--- src/rtl/mbus_pkg.sv ---
package mbus_pkg;

  typedef enum logic [2:0] {
    TS_IDLE = 3'd0,
    TS_T1   = 3'd1,
    TS_T2   = 3'd2,
    TS_T3   = 3'd3,
    TS_TW   = 3'd4,
    TS_T4   = 3'd5
  } tstate_e;

  localparam logic [1:0] SP_MEM   = 2'd0;
  localparam logic [1:0] SP_IO    = 2'd1;
  localparam logic [1:0] SP_FETCH = 2'd2;
  localparam logic [1:0] SP_INTA  = 2'd3;

  localparam logic [2:0] STS_PASSIVE = 3'b111;

  // only memory and I/O cycles may carry write data
  function automatic logic drives_data(input logic [1:0] space, input logic wr);
    return wr && (space == SP_MEM || space == SP_IO);
  endfunction

  function automatic logic [2:0] cycle_code(input logic [1:0] space, input logic wr);
    logic [2:0] code;
    case (space)
      SP_INTA:  code = 3'b000;
      SP_FETCH: code = 3'b100;
      SP_IO:    code = wr ? 3'b010 : 3'b001;
      default:  code = wr ? 3'b110 : 3'b101;
    endcase
    return code;
  endfunction

endpackage

--- src/rtl/mbus_tstate_ctrl.sv ---
module mbus_tstate_ctrl
  import mbus_pkg::*;
(
  input  logic    clk,
  input  logic    rst_n,
  input  logic    start,
  input  logic    ready,
  input  logic    chain_pending,
  output tstate_e state,
  output logic    phase,
  output logic    sample_edge,
  output logic    cycle_end
);

  tstate_e state_d;
  logic    phase_d;

  always_comb begin
    sample_edge = phase && (state == TS_T3 || state == TS_TW);
    cycle_end   = phase && (state == TS_T4);
  end

  always_comb begin
    state_d = state;
    phase_d = (state == TS_IDLE) ? 1'b0 : ~phase;
    unique case (state)
      TS_IDLE: if (start) state_d = TS_T1;
      TS_T1:   if (phase) state_d = TS_T2;
      TS_T2:   if (phase) state_d = TS_T3;
      TS_T3,
      TS_TW:   if (phase) state_d = ready ? TS_T4 : TS_TW;
      TS_T4:   if (phase) state_d = chain_pending ? TS_T1 : TS_IDLE;
      default: state_d = TS_IDLE;
    endcase
  end

  always_ff @(posedge clk or negedge rst_n) begin
    if (!rst_n) begin
      state <= TS_IDLE;
      phase <= 1'b0;
    end else begin
      state <= state_d;
      phase <= phase_d;
    end
  end

endmodule

--- src/rtl/mbus_cycle_regs.sv ---
module mbus_cycle_regs #(
  parameter int ADDR_W = 20,
  parameter int DATA_W = 16
) (
  input  logic              clk,
  input  logic              rst_n,
  input  logic              take_now,
  input  logic              take_next,
  input  logic              cycle_end,
  input  logic [ADDR_W-1:0] req_addr,
  input  logic              req_write,
  input  logic              req_word,
  input  logic [1:0]        req_space,
  input  logic [1:0]        req_seg,
  input  logic [DATA_W-1:0] req_wdata,
  output logic [ADDR_W-1:0] cur_addr,
  output logic              cur_write,
  output logic              cur_word,
  output logic [1:0]        cur_space,
  output logic [1:0]        cur_seg,
  output logic [DATA_W-1:0] cur_wdata,
  output logic              nxt_valid,
  output logic [1:0]        nxt_space,
  output logic              nxt_write
);

  logic [ADDR_W-1:0] nxt_addr;
  logic              nxt_word;
  logic [1:0]        nxt_seg;
  logic [DATA_W-1:0] nxt_wdata;
  logic              promote;
  logic              cur_en;

  always_comb begin
    promote = cycle_end && nxt_valid;
    cur_en  = take_now || promote;
  end

  // active cycle descriptor
  always_ff @(posedge clk or negedge rst_n) begin
    if (!rst_n) begin
      cur_addr  <= '0;
      cur_write <= 1'b0;
      cur_word  <= 1'b0;
      cur_space <= '0;
      cur_seg   <= '0;
      cur_wdata <= '0;
    end else if (cur_en) begin
      if (take_now) begin
        cur_addr  <= req_addr;
        cur_write <= req_write;
        cur_word  <= req_word;
        cur_space <= req_space;
        cur_seg   <= req_seg;
        cur_wdata <= req_wdata;
      end else begin
        cur_addr  <= nxt_addr;
        cur_write <= nxt_write;
        cur_word  <= nxt_word;
        cur_space <= nxt_space;
        cur_seg   <= nxt_seg;
        cur_wdata <= nxt_wdata;
      end
    end
  end

  // queued cycle descriptor, filled at the end of T3
  always_ff @(posedge clk or negedge rst_n) begin
    if (!rst_n) begin
      nxt_addr  <= '0;
      nxt_write <= 1'b0;
      nxt_word  <= 1'b0;
      nxt_space <= '0;
      nxt_seg   <= '0;
      nxt_wdata <= '0;
    end else if (take_next) begin
      nxt_addr  <= req_addr;
      nxt_write <= req_write;
      nxt_word  <= req_word;
      nxt_space <= req_space;
      nxt_seg   <= req_seg;
      nxt_wdata <= req_wdata;
    end
  end

  always_ff @(posedge clk or negedge rst_n) begin
    if (!rst_n)         nxt_valid <= 1'b0;
    else if (take_next) nxt_valid <= 1'b1;
    else if (promote)   nxt_valid <= 1'b0;
  end

endmodule

--- src/rtl/mbus_pin_drive.sv ---
module mbus_pin_drive
  import mbus_pkg::*;
#(
  parameter int ADDR_W = 20,
  parameter int DATA_W = 16
) (
  input  tstate_e                   state,
  input  logic                      phase,
  input  logic [ADDR_W-1:0]         cur_addr,
  input  logic                      cur_write,
  input  logic                      cur_word,
  input  logic [1:0]                cur_space,
  input  logic [1:0]                cur_seg,
  input  logic [DATA_W-1:0]         cur_wdata,
  input  logic                      nxt_valid,
  input  logic [1:0]                nxt_space,
  input  logic                      nxt_write,
  output logic [DATA_W-1:0]         ad_out,
  output logic                      ad_oe,
  output logic [ADDR_W-DATA_W-1:0]  a_hi,
  output logic                      ale,
  output logic                      bhe_n,
  output logic                      den_n,
  output logic [2:0]                sts
);

  localparam int HI_W   = ADDR_W - DATA_W;
  localparam int BYTE_W = DATA_W / 2;

  logic              in_t1;
  logic              in_data_phase;
  logic              wr_cycle;
  logic [DATA_W-1:0] lane_data;
  logic [HI_W-1:0]   status_field;

  always_comb begin
    in_t1         = (state == TS_T1);
    in_data_phase = (state == TS_T2) || (state == TS_T3) ||
                    (state == TS_TW) || (state == TS_T4);
    wr_cycle      = drives_data(cur_space, cur_write);
    status_field  = {{(HI_W-2){1'b0}}, cur_seg};
  end

  // byte steering onto the lane selected by address bit 0
  always_comb begin
    if (cur_word)
      lane_data = cur_wdata;
    else if (cur_addr[0])
      lane_data = {cur_wdata[BYTE_W-1:0], {BYTE_W{1'b0}}};
    else
      lane_data = {{BYTE_W{1'b0}}, cur_wdata[BYTE_W-1:0]};
  end

  always_comb begin
    ale   = in_t1;
    ad_oe = in_t1 || (in_data_phase && wr_cycle);
    if (in_t1)
      ad_out = cur_addr[DATA_W-1:0];
    else if (in_data_phase && wr_cycle)
      ad_out = lane_data;
    else
      ad_out = '0;

    if (in_t1)
      a_hi = cur_addr[ADDR_W-1:DATA_W];
    else if (in_data_phase)
      a_hi = status_field;
    else
      a_hi = '0;

    bhe_n = in_t1 ? !(cur_word || cur_addr[0]) : 1'b1;

    den_n = !((state == TS_T2 && phase) || state == TS_T3 ||
              state == TS_TW || (state == TS_T4 && !phase));

    if (in_t1 || state == TS_T2)
      sts = cycle_code(cur_space, cur_write);
    else if (state == TS_T4 && nxt_valid)
      sts = cycle_code(nxt_space, nxt_write);
    else
      sts = STS_PASSIVE;
  end

endmodule

--- src/rtl/mbus_read_capture.sv ---
module mbus_read_capture #(
  parameter int DATA_W = 16
) (
  input  logic              clk,
  input  logic              rst_n,
  input  logic              capture,
  input  logic              cur_word,
  input  logic              addr_lsb,
  input  logic [DATA_W-1:0] ad_in,
  output logic              rd_valid,
  output logic [DATA_W-1:0] rd_data
);

  localparam int BYTE_W = DATA_W / 2;

  logic [DATA_W-1:0] picked;

  always_comb begin
    if (cur_word)
      picked = ad_in;
    else if (addr_lsb)
      picked = {{BYTE_W{1'b0}}, ad_in[DATA_W-1:BYTE_W]};
    else
      picked = {{BYTE_W{1'b0}}, ad_in[BYTE_W-1:0]};
  end

  always_ff @(posedge clk or negedge rst_n) begin
    if (!rst_n)       rd_data <= '0;
    else if (capture) rd_data <= picked;
  end

  always_ff @(posedge clk or negedge rst_n) begin
    if (!rst_n) rd_valid <= 1'b0;
    else        rd_valid <= capture;
  end

endmodule

--- src/rtl/mbus_cycle_seq.sv ---
module mbus_cycle_seq
  import mbus_pkg::*;
#(
  parameter int ADDR_W = 20,
  parameter int DATA_W = 16
) (
  input  logic                     clk,
  input  logic                     rst_n,
  input  logic                     req_valid,
  output logic                     req_ready,
  input  logic [ADDR_W-1:0]        req_addr,
  input  logic                     req_write,
  input  logic                     req_word,
  input  logic [1:0]               req_space,
  input  logic [1:0]               req_seg,
  input  logic [DATA_W-1:0]        req_wdata,
  input  logic                     ready,
  input  logic [DATA_W-1:0]        ad_in,
  output logic [DATA_W-1:0]        ad_out,
  output logic                     ad_oe,
  output logic [ADDR_W-DATA_W-1:0] a_hi,
  output logic                     ale,
  output logic                     bhe_n,
  output logic                     den_n,
  output logic [2:0]               sts,
  output logic                     rd_valid,
  output logic [DATA_W-1:0]        rd_data
);

  logic              rst_meta_n;
  logic              rst_sync_n;
  tstate_e           st_q;
  logic              ph_q;
  logic              sample_edge;
  logic              cycle_end;
  logic              accept;
  logic              take_now;
  logic              take_next;
  logic              capture;
  logic [ADDR_W-1:0] cur_addr;
  logic              cur_write;
  logic              cur_word;
  logic [1:0]        cur_space;
  logic [1:0]        cur_seg;
  logic [DATA_W-1:0] cur_wdata;
  logic              nxt_valid;
  logic [1:0]        nxt_space;
  logic              nxt_write;

  // reset asserts at once and releases on a clock edge
  always_ff @(posedge clk or negedge rst_n) begin
    if (!rst_n) begin
      rst_meta_n <= 1'b0;
      rst_sync_n <= 1'b0;
    end else begin
      rst_meta_n <= 1'b1;
      rst_sync_n <= rst_meta_n;
    end
  end

  always_comb begin
    req_ready = (st_q == TS_IDLE) || (sample_edge && ready);
    accept    = req_valid && req_ready;
    take_now  = accept && (st_q == TS_IDLE);
    take_next = accept && (st_q != TS_IDLE);
    capture   = sample_edge && ready && !drives_data(cur_space, cur_write);
  end

  mbus_tstate_ctrl u_ctrl (
    .clk           (clk),
    .rst_n         (rst_sync_n),
    .start         (take_now),
    .ready         (ready),
    .chain_pending (nxt_valid),
    .state         (st_q),
    .phase         (ph_q),
    .sample_edge   (sample_edge),
    .cycle_end     (cycle_end)
  );

  mbus_cycle_regs #(.ADDR_W(ADDR_W), .DATA_W(DATA_W)) u_regs (
    .clk       (clk),
    .rst_n     (rst_sync_n),
    .take_now  (take_now),
    .take_next (take_next),
    .cycle_end (cycle_end),
    .req_addr  (req_addr),
    .req_write (req_write),
    .req_word  (req_word),
    .req_space (req_space),
    .req_seg   (req_seg),
    .req_wdata (req_wdata),
    .cur_addr  (cur_addr),
    .cur_write (cur_write),
    .cur_word  (cur_word),
    .cur_space (cur_space),
    .cur_seg   (cur_seg),
    .cur_wdata (cur_wdata),
    .nxt_valid (nxt_valid),
    .nxt_space (nxt_space),
    .nxt_write (nxt_write)
  );

  mbus_pin_drive #(.ADDR_W(ADDR_W), .DATA_W(DATA_W)) u_pins (
    .state     (st_q),
    .phase     (ph_q),
    .cur_addr  (cur_addr),
    .cur_write (cur_write),
    .cur_word  (cur_word),
    .cur_space (cur_space),
    .cur_seg   (cur_seg),
    .cur_wdata (cur_wdata),
    .nxt_valid (nxt_valid),
    .nxt_space (nxt_space),
    .nxt_write (nxt_write),
    .ad_out    (ad_out),
    .ad_oe     (ad_oe),
    .a_hi      (a_hi),
    .ale       (ale),
    .bhe_n     (bhe_n),
    .den_n     (den_n),
    .sts       (sts)
  );

  mbus_read_capture #(.DATA_W(DATA_W)) u_rd (
    .clk      (clk),
    .rst_n    (rst_sync_n),
    .capture  (capture),
    .cur_word (cur_word),
    .addr_lsb (cur_addr[0]),
    .ad_in    (ad_in),
    .rd_valid (rd_valid),
    .rd_data  (rd_data)
  );

endmodule

--- config.mk ---
export PLATFORM = sky130hd
export DESIGN_NAME = mbus_cycle_seq
export DESIGN_NICKNAME = d
export VERILOG_FILES = /design/src/rtl/mbus_pkg.sv /design/src/rtl/mbus_tstate_ctrl.sv /design/src/rtl/mbus_cycle_regs.sv /design/src/rtl/mbus_pin_drive.sv /design/src/rtl/mbus_read_capture.sv /design/src/rtl/mbus_cycle_seq.sv
export SDC_FILE = /design/constraint.sdc
export NUM_CORES = 1
export LEC_CHECK = 0
export BUFFER_PORTS_ARGS = -buffer_cell sky130_fd_sc_hd__clkbuf_2
export CAP_MARGIN = 20
export CORE_ASPECT_RATIO = 0.7
export CORE_UTILIZATION = 35
export DETAILED_ROUTE_END_ITERATION = 12
export PLACE_DENSITY = 0.59
export SETUP_SLACK_MARGIN = 0.5
export SYNTH_ARGS = -nofsm -noshare
export SYNTH_HDL_FRONTEND = slang
export SYNTH_SLANG_ARGS = --single-unit
--- constraint.sdc ---
create_clock -name clk -period 8.4 [get_ports clk]
set_clock_uncertainty 0.2 [all_clocks]
set_input_delay 1.68 -clock clk [delete_from_list [all_inputs] [get_ports clk]]
set_output_delay 1.68 -clock clk [all_outputs]
set_load 0.1 [all_outputs]
==> impl_metrics.yaml <==
route:
  drtPass1Iterations: 4
  drc: 0
  vias: 3678
  drt-total-wl_um: 12120
  viasPerCell: 4.944
  dr.first_iter.drc_count: 187
  wl_per_cell_um: 16.29
  ant_nets: 0
sta:
  setup_viol: 0
  setup-tns-final_ns: 0
  worstMarginPinSlew_ns: 0.8974
  hold_violations: 0
  maxSlewHeadroom_pct: 40.17
  slew_viol_final: 0
  period_needed_ns: 5.025
  fin_crit_sh_pct: 59.83
  rsz0062_at_grt: "no"
  fmaxAchievable_mhz: 199.0
clocking:
  clock_latency_ns: 0.34
  cts_resized: 0
  h-tree-depth: 3
  clkSinkCount: 108
  root_buffer: "clkbuf_16"
  hold_buffers: 0
  cts_buffer_depth: 2
  cts_tree: "done"
  clkTransAtPathRegs_ns: 0.08
  cts_made_buffers: 9
  cts_setup_buffers: 0
grt:
  grt-ovfl-total: 0
  grt_use_total_pct: 16.42
  grt_pass1_vias: 3804
  grt_max_degree: 77
  grt_pass1_wl_um: 19730
  antenna_found_initial: 0
final_layout:
  antenna_cells: 0
  finish.utilization_pct: 43.58
  fillerInstances: 1349
  nNetsFinal: 612
  fin_cells: 744
  drive_gt1_share_pct: 32.49
  area_growth_pct: 19.30
synth:
  synth_top_area_share_pct: 52.31
  synth_top_family_by_area: "multiplexers"
  ys_ff_latch: 108
  synth.distinct_cells: 38
  yosys.area_share.simple_pct: 9.809
  synth_cells: 457
  netlist_top_cells_area: "dfrtp_1, mux2_4, mux2i_1"
  synth_xor_area_share_pct: 0
  synthAdderAreaFrac_pct: 0.2422
  synth_top_area_cell: "dfrtp_1"
  ys_seq_area_share_pct: 52.31
  syn_area_mm2: 0.005166
  syn_nets: 520
  synth-compound-area-share_pct: 12.11
  synthMuxAreaShare_pct: 21.68
  ys_warn_count: 0
  avgSynthCellArea_um2: 11.30
floorplanning:
  initial_core_util_pct: 36.53
  die_w_um: 147.2
  io_pins: 107
  die_h_um: 103.7
  die_area_mm2: 0.01526
  fp-row-count: 36
  coreArea_mm2: 0.01414
worst_setup_path:
  worstSetupStartpointType: "flop"
  crit_type: "reg2out"
  cp_max_fo: 25
  rr_worst_depth: 5
  path_delay_family: "simple AND/OR/NAND/NOR gates"
  setup.worst_path.start: "u_ctrl.state[1]"
  rr_startpoint: "u_ctrl.state[0]"
  critPathCaptureType: "primary output"
  critPathBufInv: 2
  worstSetupPathDepth: 6
  timing.critical_path.cells: "nor3b_4 > buf_16 > nand3b_1 > nor2_1 > a22o_1 > clkbuf_2"
  r2r_end: "u_regs.cur_addr[17]"
  worst_path_largest_cell_delay_ns: 0.70
  slowest_stage: "dfrtp_1"
  crit_path_end: "ad_out[6]"
  arrival_ns: 3.15
  required_ns: 6.52
  rrSetupSlack_ns: 5.55
hold_path:
  worstHoldPathType: "reg2async"
place:
  dp_hpwl_um: 8361
  io_buffer_count: 106
  dp_cells: 726
  gp_congestion: 0.7811
flow_run:
  max_cap_violations: 0
status:
  status: "completed"
[worst min path at each step]
| stage | from | endpoint | slack, ns |
|---|---|---|---|
| after floorplan | rst_meta_n | rst_sync_n | 0.13 |
| after global placement | rst_sync_n | u_rd.rd_data[0] | 0.08 |
| after detailed placement | rst_sync_n | u_rd.rd_data[0] | 0.08 |
| after CTS | rst_sync_n | u_rd.rd_data[0] | 0.09 |
| after global routing | rst_sync_n | u_regs.cur_addr[13] | 0.11 |
| final | rst_sync_n | u_rd.rd_data[0] | 0.06 |
[cells in the mapped netlist (all sizes together)]
| cell type | instances |
|---|---|
| or3b | 2 |
| a31oi | 2 |
| or2 | 2 |
| nand4 | 1 |
| ha | 1 |
| a21o | 1 |
| nand2 | 42 |
| mux2 | 42 |
| a22o | 8 |
| a22oi | 12 |
| nor3 | 3 |
| o21ai | 31 |
| clkbuf | 9 |
| nand3b | 2 |
| buf | 23 |
| a211oi | 1 |
| a21oi | 46 |
| nand2b | 4 |
| conb | 1 |
| o31ai | 1 |
| o21a | 1 |
| a211o | 2 |
| o32ai | 1 |
| nor2b | 4 |
| nor3b | 3 |
| nor2 | 47 |
| dfrtp | 108 |
| inv | 4 |
| and2 | 3 |
| mux2i | 50 |
[final cells by class]
cell class	count	area, um^2	area share, %
clock buffers	10	239.0	3.877
clock inverters	6	51.30	0.8323
inverters	4	15.01	0.2436
multi-input cells	313	2291	37.17
flip-flops and latches	108	2706	43.91
well taps	190	237.7	3.857
repair buffers	113	623.1	10.11
[sequential cells by signal, indices dropped and copies added, names as in the netlist]
register / cells
u_rd.rd_valid: 1
u_regs.nxt_valid: 1
u_regs.cur_space: 2
u_regs.cur_write: 1
u_regs.cur_wdata: 16
u_regs.nxt_write: 1
u_regs.nxt_wdata: 16
u_rd.rd_data: 16
u_regs.nxt_space: 2
rst_meta_n: 1
u_regs.nxt_seg: 2
rst_sync_n: 1
u_ctrl.state: 3
u_regs.nxt_word: 1
u_regs.nxt_addr: 20
u_regs.cur_seg: 2
u_regs.cur_addr: 20
u_regs.cur_word: 1
u_ctrl.phase: 1
[stage by stage]
step / area (um^2) / hold WS, ns / setup WS [ns]
after global placement: 5818 / 0.07706 / 3.654
final: 6163 / 0.05763 / 3.375
after CTS: 6108 / 0.08951 / 3.103
after global routing: 6163 / 0.1093 / 3.194
after detailed placement: 5818 / 0.08096 / 3.493
after floorplan: 5166 / 0.1312 / 3.080
[layout by cell type, fill, tap and decap left out, drive strengths merged]
cell	synthesis	final
a22oi	12	12
a21o	1	1
dfrtp	108	108
clkinv	0	1
nand3b	2	2
nor2b	4	4
a22o	8	8
o21a	1	1
conb	1	1
a31oi	2	2
nor2	47	47
a21oi	46	46
mux2i	50	50
o21ai	31	31
o31ai	1	1
nand4	1	1
and2	3	3
or3b	2	2
o32ai	1	1
mux2	42	42
clkbuf	9	116
clkinvlp	0	1
nand2	42	42
nor3b	3	3
buf	23	7
a211o	2	2
nand2b	4	4
ha	1	1
or2	2	2
inv	4	8
a211oi	1	1
nor3	3	3
[layer usage]
| layer | GRT usage, % | up-vias | part of all wire [%] | wire [um] |
|---|---|---|---|---|
| li1 | - | 1778 | - | - |
| met4 | 3.976 | 0 | 0.82 | 99 |
| met2 | 25.03 | 71 | 45 | 5453 |
| met1 | 23.07 | 1820 | 49 | 5992 |
| met5 | 0 | - | 0 | 0 |
| met3 | 4.405 | 9 | 4.8 | 576 |
[logic make-up after synthesis]
kind of cell,after synthesis
AND/OR/NAND/NOR,113
flip-flops,108
AO/OA/AOI/OAI,106
multiplexers,92
buffers and inverters,36
adder cells (fa/ha/maj),1
other,1
Power is left out: the tool's default activity adds up to more than one toggle a clock period on the data nets, which glitch-free logic cannot reach.
